**src/rtl/stlf_pkg.sv**
```systemverilog
package stlf_pkg;
   typedef enum logic [1:0] {
      HIT_NONE = 2'd0,
      HIT_FULL = 2'd1,
      HIT_PART = 2'd2
   } hit_e;
endpackage

```
**src/rtl/stlf_range_cmp.sv**
```systemverilog
module stlf_range_cmp
   import stlf_pkg::*;
#(
   parameter int ADDR_W = 16,
   parameter int SIZE_W = 4
) (
   input  logic [ADDR_W-1:0] ld_addr,
   input  logic [SIZE_W-1:0] ld_size,
   input  logic [ADDR_W-1:0] st_addr,
   input  logic [SIZE_W-1:0] st_size,
   input  logic              st_uncache,
   output hit_e              cls
);
   logic [ADDR_W:0] l_lo, l_hi, s_lo, s_hi;
   logic            eligible, covers, touches;

   always_comb begin
      l_lo     = {1'b0, ld_addr};
      l_hi     = l_lo + (ADDR_W+1)'(ld_size);
      s_lo     = {1'b0, st_addr};
      s_hi     = s_lo + (ADDR_W+1)'(st_size);
      eligible = (st_size != '0) && !st_uncache;
      covers   = (l_lo >= s_lo) && (l_hi <= s_hi);
      touches  = (l_lo < s_hi) && (l_hi > s_lo);
      if (!eligible)     cls = HIT_NONE;
      else if (covers)   cls = HIT_FULL;
      else if (touches)  cls = HIT_PART;
      else               cls = HIT_NONE;
   end
endmodule

```
**src/rtl/stlf_scan.sv**
```systemverilog
module stlf_scan
   import stlf_pkg::*;
#(
   parameter int SQ_DEPTH = 8,
   parameter int ADDR_W   = 16,
   parameter int SIZE_W   = 4,
   localparam int IDX_W   = $clog2(SQ_DEPTH)
) (
   input  logic [ADDR_W-1:0]                ld_addr,
   input  logic [SIZE_W-1:0]                ld_size,
   input  logic [IDX_W-1:0]                 start_idx,
   input  logic [IDX_W-1:0]                 wb_ptr,
   input  logic [SQ_DEPTH-1:0][ADDR_W-1:0]  st_addr,
   input  logic [SQ_DEPTH-1:0][SIZE_W-1:0]  st_size,
   input  logic [SQ_DEPTH-1:0]              st_uncache,
   output hit_e                             sel_cls,
   output logic [IDX_W-1:0]                 sel_idx
);
   hit_e             cls [SQ_DEPTH];
   logic [IDX_W-1:0] span;
   logic [IDX_W-1:0] probe;
   logic             found;

   for (genvar i = 0; i < SQ_DEPTH; i++) begin : g_cmp
      stlf_range_cmp #(.ADDR_W(ADDR_W), .SIZE_W(SIZE_W)) u_cmp (
         .ld_addr    (ld_addr),
         .ld_size    (ld_size),
         .st_addr    (st_addr[i]),
         .st_size    (st_size[i]),
         .st_uncache (st_uncache[i]),
         .cls        (cls[i])
      );
   end

   // walk from youngest older store toward the writeback pointer
   always_comb begin
      span    = start_idx - wb_ptr;
      found   = 1'b0;
      probe   = '0;
      sel_cls = HIT_NONE;
      sel_idx = '0;
      for (int d = 0; d < SQ_DEPTH; d++) begin
         probe = start_idx - IDX_W'(d + 1);
         if (!found && ((IDX_W+1)'(d) < {1'b0, span}) && (cls[probe] != HIT_NONE)) begin
            found   = 1'b1;
            sel_cls = cls[probe];
            sel_idx = probe;
         end
      end
   end
endmodule

```
**config.mk**
```make
export PLATFORM = sky130hd
export DESIGN_NAME = stlf_scan
export DESIGN_NICKNAME = d
export VERILOG_FILES = /design/src/rtl/stlf_pkg.sv /design/src/rtl/stlf_range_cmp.sv /design/src/rtl/stlf_scan.sv
export SDC_FILE = /design/constraint.sdc
export NUM_CORES = 1
export LEC_CHECK = 0
export ABC_CLOCK_PERIOD_IN_PS = 13950
export BUFFER_PORTS_ARGS = -buffer_cell sky130_fd_sc_hd__buf_4
export CORE_ASPECT_RATIO = 1.75
export CORE_MARGIN = 2
export CORE_UTILIZATION = 68
export DETAILED_ROUTE_END_ITERATION = 10
export PLACE_DENSITY = 0.91
export SLEW_MARGIN = 40
export SYNTH_ARGS = -nofsm -noshare
export SYNTH_HDL_FRONTEND = slang
export SYNTH_SLANG_ARGS = --single-unit
export TNS_END_PERCENT = 50
```
**constraint.sdc**
```tcl
create_clock -name vclk -period 13.95
set_input_delay 1.395 -clock vclk [all_inputs]
set_output_delay 1.395 -clock vclk [all_outputs]
set_load 0.01 [all_outputs]
```
Yosys cells after proc, flatten, opt, wreduce, memory -nomap -nowiden. Cells that the tools add are included.

Bits in registers: 0. Logic and storage cells: 201.

Add/subtract/negate cells: 17. Magnitude comparators: 46. Bitwise operators: 7. Muxes and demuxes: 65. Reductions and logical operators: 66.

Operator list (count): 16-bit by 4-bit adder with 17-bit output (9); 17-bit by 16-bit greater-than comparator with 1-bit output (8); 17-bit less-or-equal comparator (8); 16-bit by 17-bit less-than comparator with 1-bit output (8); 16-bit greater-or-equal comparator (8); 2-bit 2-to-1 mux (45); 2-bit binary-select mux with 3-bit select (7); 1-bit logical AND (37); 4-bit nonzero test (8); 4-bit greater-or-equal comparator (second input constant) (7); 3-bit inverter with 4-bit output (7); 3-bit 2-to-1 mux (7); 1-bit zero test (14); 2-bit nonzero test (7); 3-bit subtractor (second input constant) (4); 3-bit less-than comparator (first input constant) (3); 1-bit by 3-bit less-than comparator with 1-bit output (first input constant) (2); 2-bit by 3-bit less-than comparator with 1-bit output (first input constant) (2); 1-bit 2-to-1 mux (6); 3-bit by 2-bit subtractor with 3-bit output (second input constant) (2); 3-bit by 1-bit subtractor with 3-bit output (second input constant) (1); 3-bit subtractor (1).

Depth between registers and ports, before layout. Gate-level depths: netlist of run 1.

Word-level depth: 36. Gate-level depth with buffers: 23.

Hierarchy. A second synthesis of run 1 with hierarchy kept.

Cell total of the unflattened synthesis: 2320. Area total of the unflattened synthesis: 18611.6 µm².

Modules (own cells, without submodules): stlf_range_cmp at g_cmp[0].u_cmp ... (area an instance 2147.1 µm², cells an instance 264, times used 3, sequential area each 0.0 µm²); stlf_range_cmp at g_cmp[3].u_cmp ... (area an instance 2137.0 µm², cells an instance 269, times used 3, sequential area each 0.0 µm²); stlf_range_cmp at g_cmp[2].u_cmp (area an instance 2124.5 µm², cells an instance 264, times used 1, sequential area each 0.0 µm²); stlf_range_cmp at g_cmp[4].u_cmp (area an instance 2124.5 µm², cells an instance 275, times used 1, sequential area each 0.0 µm²); stlf_scan (area an instance 1510.2 µm², cells an instance 182, times used 1, sequential area each 0.0 µm²).

Least setup slack after synthesis of run 1. OpenSTA, ideal clock, no wires.

Path kind: in2out. From: input port ld_addr[2]. To: output port sel_cls[1]. Required time: 12.555 ns. Arrival time: 6.766 ns. Stages on the path: 22. Path slack: 5.789 ns. Cell sequence: ha_1 a21oi_1 nor2b_1 o21ai_0 nor2_1 nand2_1 nor2_1 nand3_1 xnor2_1 ha_1 nand2_1 o21ai_0 a2111oi_0 o311ai_0 a21oi_2 or4_4 a211oi_1 a2111oi_4 o311ai_1 nor4b_2 nor4bb_2 a211o_1.

Word-level cells in the longest chain between the ends: 36. Elaborated cells between the ends (all ways): 133.

RTL lines: from (decl) (line stlf_scan.sv:9) `input logic [ADDR_W-1:0] ld_addr,`; 16-bit by 4-bit adder with 17-bit output (line stlf_range_cmp.sv:19) `l_hi = l_lo + (ADDR_W+1)'(ld_size);`; 17-bit by 16-bit greater-than comparator with 1-bit output (line stlf_range_cmp.sv:24) `touches = (l_lo < s_hi) && (l_hi > s_lo);`; 1-bit logical AND (line stlf_range_cmp.sv:24); 2-bit 2-to-1 mux (line stlf_range_cmp.sv:27) `else if (touches) cls = HIT_PART;`; 2-bit 2-to-1 mux (line stlf_range_cmp.sv:26) `else if (covers) cls = HIT_FULL;`; 2-bit 2-to-1 mux (line stlf_range_cmp.sv:25) `if (!eligible) cls = HIT_NONE;`; 2-bit binary-select mux with 3-bit select (line stlf_scan.sv:44, stlf_scan.sv:46); 2-bit 2-to-1 mux (implied by the code) (2 in a row) (line stlf_scan.sv:44, stlf_scan.sv:46); [... 16 more ...]; 1-bit logical AND (2 in a row) (line stlf_scan.sv:44) `if (!found && ((IDX_W+1)'(d) < {1'b0, span}) && (cls[probe] != HIT_NONE)) begin`; 1-bit 2-to-1 mux (line stlf_scan.sv:44); 1-bit zero test (line stlf_scan.sv:44); 1-bit logical AND (2 in a row) (line stlf_scan.sv:44); 1-bit 2-to-1 mux (line stlf_scan.sv:44); 1-bit zero test (line stlf_scan.sv:44); 1-bit logical AND (2 in a row) (line stlf_scan.sv:44); 2-bit 2-to-1 mux * (line stlf_scan.sv:44); to (decl) (line stlf_scan.sv:16) `output hit_e sel_cls,`.

Every way passes the cells marked *; elsewhere a longest branch is shown, timed or not. The select of a mux whose other input is x is not followed.

Worst setup path after layout of run 1.
From: input port ld_addr[1]. To: output port sel_idx[0].

Word-level cells in the longest chain between the ends: 36. Elaborated cells between the ends (all ways): 133.

RTL lines: 16-bit by 4-bit adder with 17-bit output (line stlf_range_cmp.sv:19); 17-bit by 16-bit greater-than comparator with 1-bit output (line stlf_range_cmp.sv:24); 1-bit logical AND (line stlf_range_cmp.sv:24); 2-bit 2-to-1 mux (line stlf_range_cmp.sv:27); 2-bit 2-to-1 mux (line stlf_range_cmp.sv:26); 2-bit 2-to-1 mux (line stlf_range_cmp.sv:25); 2-bit binary-select mux with 3-bit select (line stlf_scan.sv:44); 2-bit 2-to-1 mux (implied by the code) (2 in a row) (line stlf_scan.sv:44); [... 16 more ...]; 1-bit logical AND (2 in a row) (line stlf_scan.sv:44); 1-bit 2-to-1 mux (line stlf_scan.sv:44); 1-bit zero test (line stlf_scan.sv:44); 1-bit logical AND (2 in a row) (line stlf_scan.sv:44); 1-bit 2-to-1 mux (line stlf_scan.sv:44); 1-bit zero test (line stlf_scan.sv:44); 1-bit logical AND (2 in a row) (line stlf_scan.sv:44); 3-bit 2-to-1 mux * (line stlf_scan.sv:44); to (decl) (line stlf_scan.sv:17) `output logic [IDX_W-1:0] sel_idx`.

Marked as above.

==> results of run 1 <==
==> per-stage QoR <==
| stage | util | hold slack (ns) | cell area [um2] | worst slack [ns] | instances |
|---|---|---|---|---|---|
| after floorplan | - | 3.302 | 16430 | 5.789 | 2089 |
| after global placement | 0.7764 | 3.380 | 18510 | 4.221 | 2599 |
| after detailed placement | 0.7778 | 3.367 | 18540 | 4.054 | 2599 |
| after CTS | 0.7778 | 3.366 | 18540 | 4.009 | 2599 |
| after global routing | 0.7789 | 3.393 | 18570 | 3.343 | 2599 |
| final | 0.7790 | 3.394 | 18570 | 3.779 | 2600 |
==> worst paths after layout <==
check                    start         end  slack, ns  depth (start not counted)
hold / removal    start_idx[2]  sel_idx[2]       3.39                          4
setup / recovery    ld_addr[1]  sel_idx[0]       3.78                         25
==> metal layers <==
layer / part of all wire / up-vias / routed length (um) / global-route usage
met1: 0.32 / 8769 / 21120 / 0.5161
li1: - / 8500 / - / -
met2: 0.45 / 1386 / 30020 / 0.8295
met5: 0 / - / 0 / 0
met3: 0.11 / 630 / 7013 / 0.1326
met4: 0.12 / 0 / 8070 / 0.4875
==> synth_stat cells (all sizes together), types with 11 or more instances <==
| cell type | count |
|---|---|
| xor2 | 13 |
| nor3 | 54 |
| o21a | 11 |
| inv | 164 |
| nor2 | 88 |
| ha | 551 |
| o2111ai | 11 |
| or3 | 16 |
| nand2b | 18 |
| nand4 | 78 |
| nor4 | 28 |
| nand2 | 147 |
| nand3 | 91 |
| and3 | 24 |
| clkbuf | 13 |
| and4 | 18 |
| a31oi | 14 |
| a21oi | 167 |
| xnor2 | 117 |
| o31ai | 14 |
| a2111oi | 14 |
| a221oi | 13 |
| a21o | 58 |
| nor2b | 26 |
| a211oi | 41 |
| o21ai | 90 |
| o211ai | 26 |
| a211o | 18 |
==> layout make-up <==
type / count / area, um2 / area share
Antenna cell: 1 / 2.502 / 0.0001348
Multi-Input combinational cell: 1907 / 15920 / 0.8574
Tap cell: 308 / 385.4 / 0.02075
Inverter: 166 / 623.1 / 0.03356
Timing Repair Buffer: 218 / 1637 / 0.08814
==> cell families (layout without fill, tap and decap cells) <==
logic type                 after synthesis  count (layout)  synth area share
and+or+nand+nor                        631             631            0.2024
AOI/OAI and AO/OA                      570             570            0.2367
adders and majority gates              561             561            0.4318
buffers and inverters                  182             384           0.04447
xor gates and xnor gates               130             130           0.06930
muxes                                   15              15           0.01538
other                                    0               1                 0
==> out/qor_table.md, run 1 <==
| Step | Metric | This run |
|---|---|---|
| run status | Run status | finished clean |
| worst setup path | Worst stage delay on the critical path | 0.68 ns |
| detailed routing | Detailed router's first-iteration violation count | 1810 |
| layout | Number of clock-tree buffers in the layout | 0 |
| timing | Worst-Margin Slew | 0.9864 ns |
| worst setup path | Sum of buffers and inverters on the critical path | 3 |
| layout | Commonest non-fill, non-tap cell in the layout | sky130_fd_sc_hd__ha_1 |
| layout | Number of flip-flops and latches | 0 |
| synthesis | Warning count from the yosys run | 0 |
| worst setup path | Worst Setup Path Type | in2out |
| floorplanning | Die height | 209.6 um |
| detailed routing | Count of antenna-violating nets left after detailed routing | 0 |
| timing | Worst slew margin | 0.3363 |
| timing | Final number of max-transition violations | 0 |
| worst setup path | Data required time of the critical path | 12.56 ns |
| layout | Filler cells | 1698 |
| synthesis | Top post-synthesis cells by area | sky130_fd_sc_hd__ha_1 (42%), sky130_fd_sc_hd__xnor2_1 (6.2%), sky130_fd_sc_hd__a21oi_1 (5.1%) |
| layout | Layout-stage area growth over the synthesis result | 13.01% |
| timing | Crit path time final | 10.17 ns |
| clock tree | Hold bufs inserted after CTS | 0 |
| synthesis | Synth Net Count | 2844 |
| timing | Unrepaired setup endpoints after global routing | no |
| synthesis | Synth Instances | 2089 |
| global route | Initial antenna violation count | 0 |
| global route | GR Overflow Total | 0 |
| timing | Count of final hold-check violations | 0 |
| floorplanning | Core Area | 23840 um2 |
| worst setup path | Element type at the critical path end | output pin |
| floorplanning | Number of ports placed on the die boundary | 199 |
| floorplanning | Effective utilization at floorplan | 0.6893 |
| layout | Combined flip-flop and latch cell area | 0 um2 |
| layout | Layout Nets | 3048 |
| detailed routing | Wirelength per Cell | 25.47 um |
| worst setup path | Top delay family on crit path | compound AO/OA/AOI/OAI gates |
| detailed routing | Average vias per placed instance | 7.417 |
| global route | GRT Resource Usage Total | 0.5093 |
| worst setup path | Top cell by count, worst path | sky130_fd_sc_hd__buf_4 |
| placed design | HPWL reported at the end of detailed placement | 51000 um |
| worst setup path | Endpoint arrival time on the critical path | 8.78 ns |
| worst hold path | Min-delay worst type | in2out |
| worst setup path | Type of origin of the critical path | primary input |
| worst setup path | Slowest library cell on the worst path | sky130_fd_sc_hd__a2111oi_2 |
| synthesis | Combined area of all synthesized cells | 16430 um2 |
| synthesis | Largest area contributor in the netlist | sky130_fd_sc_hd__ha_1 |
| global route | Wire length of the first global-routing pass | 101800 um |
| floorplanning | Placement row count | 75 |
| detailed routing | Vias post-DR | 19290 |
| global route | Number of global-route vias before repair | 19760 |
| detailed routing | Final Routed Wirelength | 66230 um |
| layout | Share of post-route cells with drive strength above 1 | 0.1257 |
| layout | Commonest cells after routing, fill and taps aside | sky130_fd_sc_hd__ha_1 (551), sky130_fd_sc_hd__buf_4 (218), sky130_fd_sc_hd__a21oi_1 (166) |
| worst setup path | Largest fanout on the critical path | 18 |
| placed design | Port Buffer Count | 199 |
| floorplanning | Die Footprint | 25470 um2 |
| clock tree | Total of cells resized after clock tree synthesis | 0 |
| floorplanning | Horiz. Die Dim | 121.5 um |
| detailed routing | Post-detailed-route DRC marker count | 0 |
| timing | Peak Freq | 0.09831 GHz |
| timing | Post-route fraction of the period consumed by the critical path | 0.7291 |
| synthesis | Part of the Yosys area used for sequential elements | 0 |
| global route | Pin count of the biggest net entering global routing | 31 |
| timing | Final setup violating endpoints | 0 |
| placed design | Final weighted congestion in routability-driven placement | 1.046 |
| synthesis | Share of the synthesized area in the top cell type | 0.4196 |
| run | Maxcap violations | 0 |
| synthesis | Mean cell area of the mapped netlist | 7.865 um2 |
| timing | Total Negative Setup Slacks | 0 ns |
| clock tree | Setup fix buffers added after clock tree synthesis | 0 |
| synthesis | Number of unique standard cell types used by synthesis | 96 |
| detailed routing | Pre-Repair DR Iteration Count | 10 |
==> run 2, diff against run 1 <==
- ABC_AREA: unset -> 1
- ABC_CLOCK_PERIOD_IN_PS: 13950 -> 10000
- CORE_UTILIZATION: 68 -> 63
- PLACE_DENSITY: 0.91 -> 0.85
- clock period: 13.95 -> 10 ns (I/O delays scaled with it)
==> run 2 against run 1 <==
Net effect:
- sequential cell count unchanged
- routed wire length down 3.9%
- critical path depth up 6
- highest routed layer unchanged
- largest cell class unchanged
- sequential share of layout area unchanged
- non-clock buffer count down 9
- cell area up 3.7%
- worst setup slack worse by 1.2 ns
- synthesized cell count up 28%
==> out/qor_table.md, run 2 <==
| Step | Metric | This run |
|---|---|---|
| worst hold path | Min-delay worst type | in2out |
| synthesis | Part of the Yosys area used for sequential elements | 0 |
| detailed routing | Count of antenna-violating nets left after detailed routing | 0 |
| floorplanning | Core Area | 26690 um2 |
| run | Maxcap violations | 0 |
| worst setup path | Type of origin of the critical path | primary input |
| worst setup path | Element type at the critical path end | output pin |
| detailed routing | Final Routed Wirelength | 63630 um |
| synthesis | Largest area contributor in the netlist | sky130_fd_sc_hd__ha_1 |
| detailed routing | Post-detailed-route DRC marker count | 0 |
| synthesis | Share of the synthesized area in the top cell type | 0.4028 |
| global route | Wire length of the first global-routing pass | 98660 um |
| global route | GR Overflow Total | 0 |
| synthesis | Top post-synthesis cells by area | sky130_fd_sc_hd__ha_1 (40%), sky130_fd_sc_hd__nand2_1 (14%), sky130_fd_sc_hd__inv_1 (7.5%) |
| layout | Commonest cells after routing, fill and taps aside | sky130_fd_sc_hd__nand2_1 (627), sky130_fd_sc_hd__ha_1 (551), sky130_fd_sc_hd__inv_1 (335) |
| layout | Number of flip-flops and latches | 0 |
| detailed routing | Vias post-DR | 19900 |
| timing | Post-route fraction of the period consumed by the critical path | 0.7460 |
| clock tree | Total of cells resized after clock tree synthesis | 0 |
| synthesis | Number of unique standard cell types used by synthesis | 48 |
| timing | Unrepaired setup endpoints after global routing | no |
| synthesis | Warning count from the yosys run | 0 |
| floorplanning | Die height | 222.0 um |
| placed design | HPWL reported at the end of detailed placement | 49630 um |
| clock tree | Hold bufs inserted after CTS | 0 |
| global route | Number of global-route vias before repair | 20220 |
| global route | Pin count of the biggest net entering global routing | 22 |
| synthesis | Most frequent cells after synthesis | sky130_fd_sc_hd__nand2_1 (627), sky130_fd_sc_hd__ha_1 (551), sky130_fd_sc_hd__inv_1 (341) |
| placed design | Port Buffer Count | 199 |
| timing | Hold Slack | 2.661 ns |
| layout | Layout Nets | 3625 |
| detailed routing | Average vias per placed instance | 6.232 |
| layout | Number of clock-tree buffers in the layout | 0 |
| floorplanning | Horiz. Die Dim | 128.6 um |
| floorplanning | Die Footprint | 28550 um2 |
| layout | Combined flip-flop and latch cell area | 0 um2 |
| worst setup path | Slowest library cell on the worst path | sky130_fd_sc_hd__inv_2 |
| timing | Worst-Margin Slew | 0.7587 ns |
| placed design | Final weighted congestion in routability-driven placement | 0.9679 |
| worst setup path | Worst stage delay on the critical path | 0.46 ns |
| worst setup path | Endpoint arrival time on the critical path | 6.46 ns |
| detailed routing | Pre-Repair DR Iteration Count | 7 |
| global route | Initial antenna violation count | 0 |
| timing | Total Negative Setup Slacks | 0 ns |
| clock tree | Setup fix buffers added after clock tree synthesis | 0 |
| floorplanning | Effective utilization at floorplan | 0.6413 |
| worst setup path | Top cell by count, worst path | sky130_fd_sc_hd__nand2_1 |
| synthesis | Mean cell area of the mapped netlist | 6.420 um2 |
| global route | GRT Resource Usage Total | 0.4379 |
| timing | Final number of max-transition violations | 0 |
| run status | Run status | finished clean |
| layout | Commonest non-fill, non-tap cell in the layout | sky130_fd_sc_hd__nand2_1 |
| timing | Worst slew margin | 0.4917 |
| synthesis | Cell with the most instances after synthesis | sky130_fd_sc_hd__nand2_1 |
| floorplanning | Placement row count | 79 |
| synthesis | Synth Instances | 2666 |
| timing | Final setup violating endpoints | 0 |
| synthesis | Synth Net Count | 3421 |
| layout | Share of post-route cells with drive strength above 1 | 0.09310 |
| floorplanning | Number of ports placed on the die boundary | 199 |
| detailed routing | Wirelength per Cell | 19.93 um |
| worst setup path | Largest fanout on the critical path | 17 |
| layout | Final standard cell utilization of the core | 0.7216 |
| layout | Filler cells | 2308 |
| timing | Count of final hold-check violations | 0 |
| timing | Crit path time final | 7.460 ns |
| layout | Layout-stage area growth over the synthesis result | 12.52% |
| detailed routing | Detailed router's first-iteration violation count | 1229 |
| worst setup path | Worst Setup Path Type | in2out |
| worst setup path | Data required time of the critical path | 9.00 ns |
| synthesis | Combined area of all synthesized cells | 17120 um2 |
| timing | Peak Freq | 0.1341 GHz |
## run 2: logic make-up after synthesis
logic type | share of synthesized area
fa+ha+maj | 0.4145
xor+xnor | 0.06090
buf+inv | 0.07881
compound gates | 0.1138
simple gates | 0.3320
## run 2: metrics by stage
stage	worst slack, ns	instance area [um2]	cells
finish	2.540	19260	3193
floorplan	4.012	17120	2666
global placement	2.556	19130	3186
detailed placement	2.682	19210	3190
global route	2.229	19250	3192
CTS	2.656	19210	3190
## run 2: layout make-up
class              instances  area (um2)  share of cell area
well taps                324       405.4             0.02105
inverters                347        1304             0.06770
multi-input cells       2312       15890              0.8254
repair buffers           209        1652             0.08576
diodes                     1       2.502           0.0001299
## run 2: critical path, delay by kind of cell
| family | cells | cell delay [ns] |
|---|---|---|
| fa+ha+maj | 2 | 0.78 |
| buf+inv | 4 | 0.93 |
| compound gates | 5 | 0.91 |
| simple gates | 19 | 2.65 |
| xor+xnor | 1 | 0.19 |
## run 2: layer usage
layer	GRT usage	share of wire	up-vias
li1	-	-	9557
met1	0.4426	0.34	8878
met2	0.7534	0.47	1000
met3	0.07215	0.074	463
met4	0.3994	0.12	0
met5	0	0	-
## run 2: worst paths after layout
kind	start	end	slack, ns	depth (start not counted)
worst max-delay path	ld_addr[2]	sel_idx[0]	2.54	31
worst min-delay path	start_idx[1]	sel_idx[1]	2.66	6
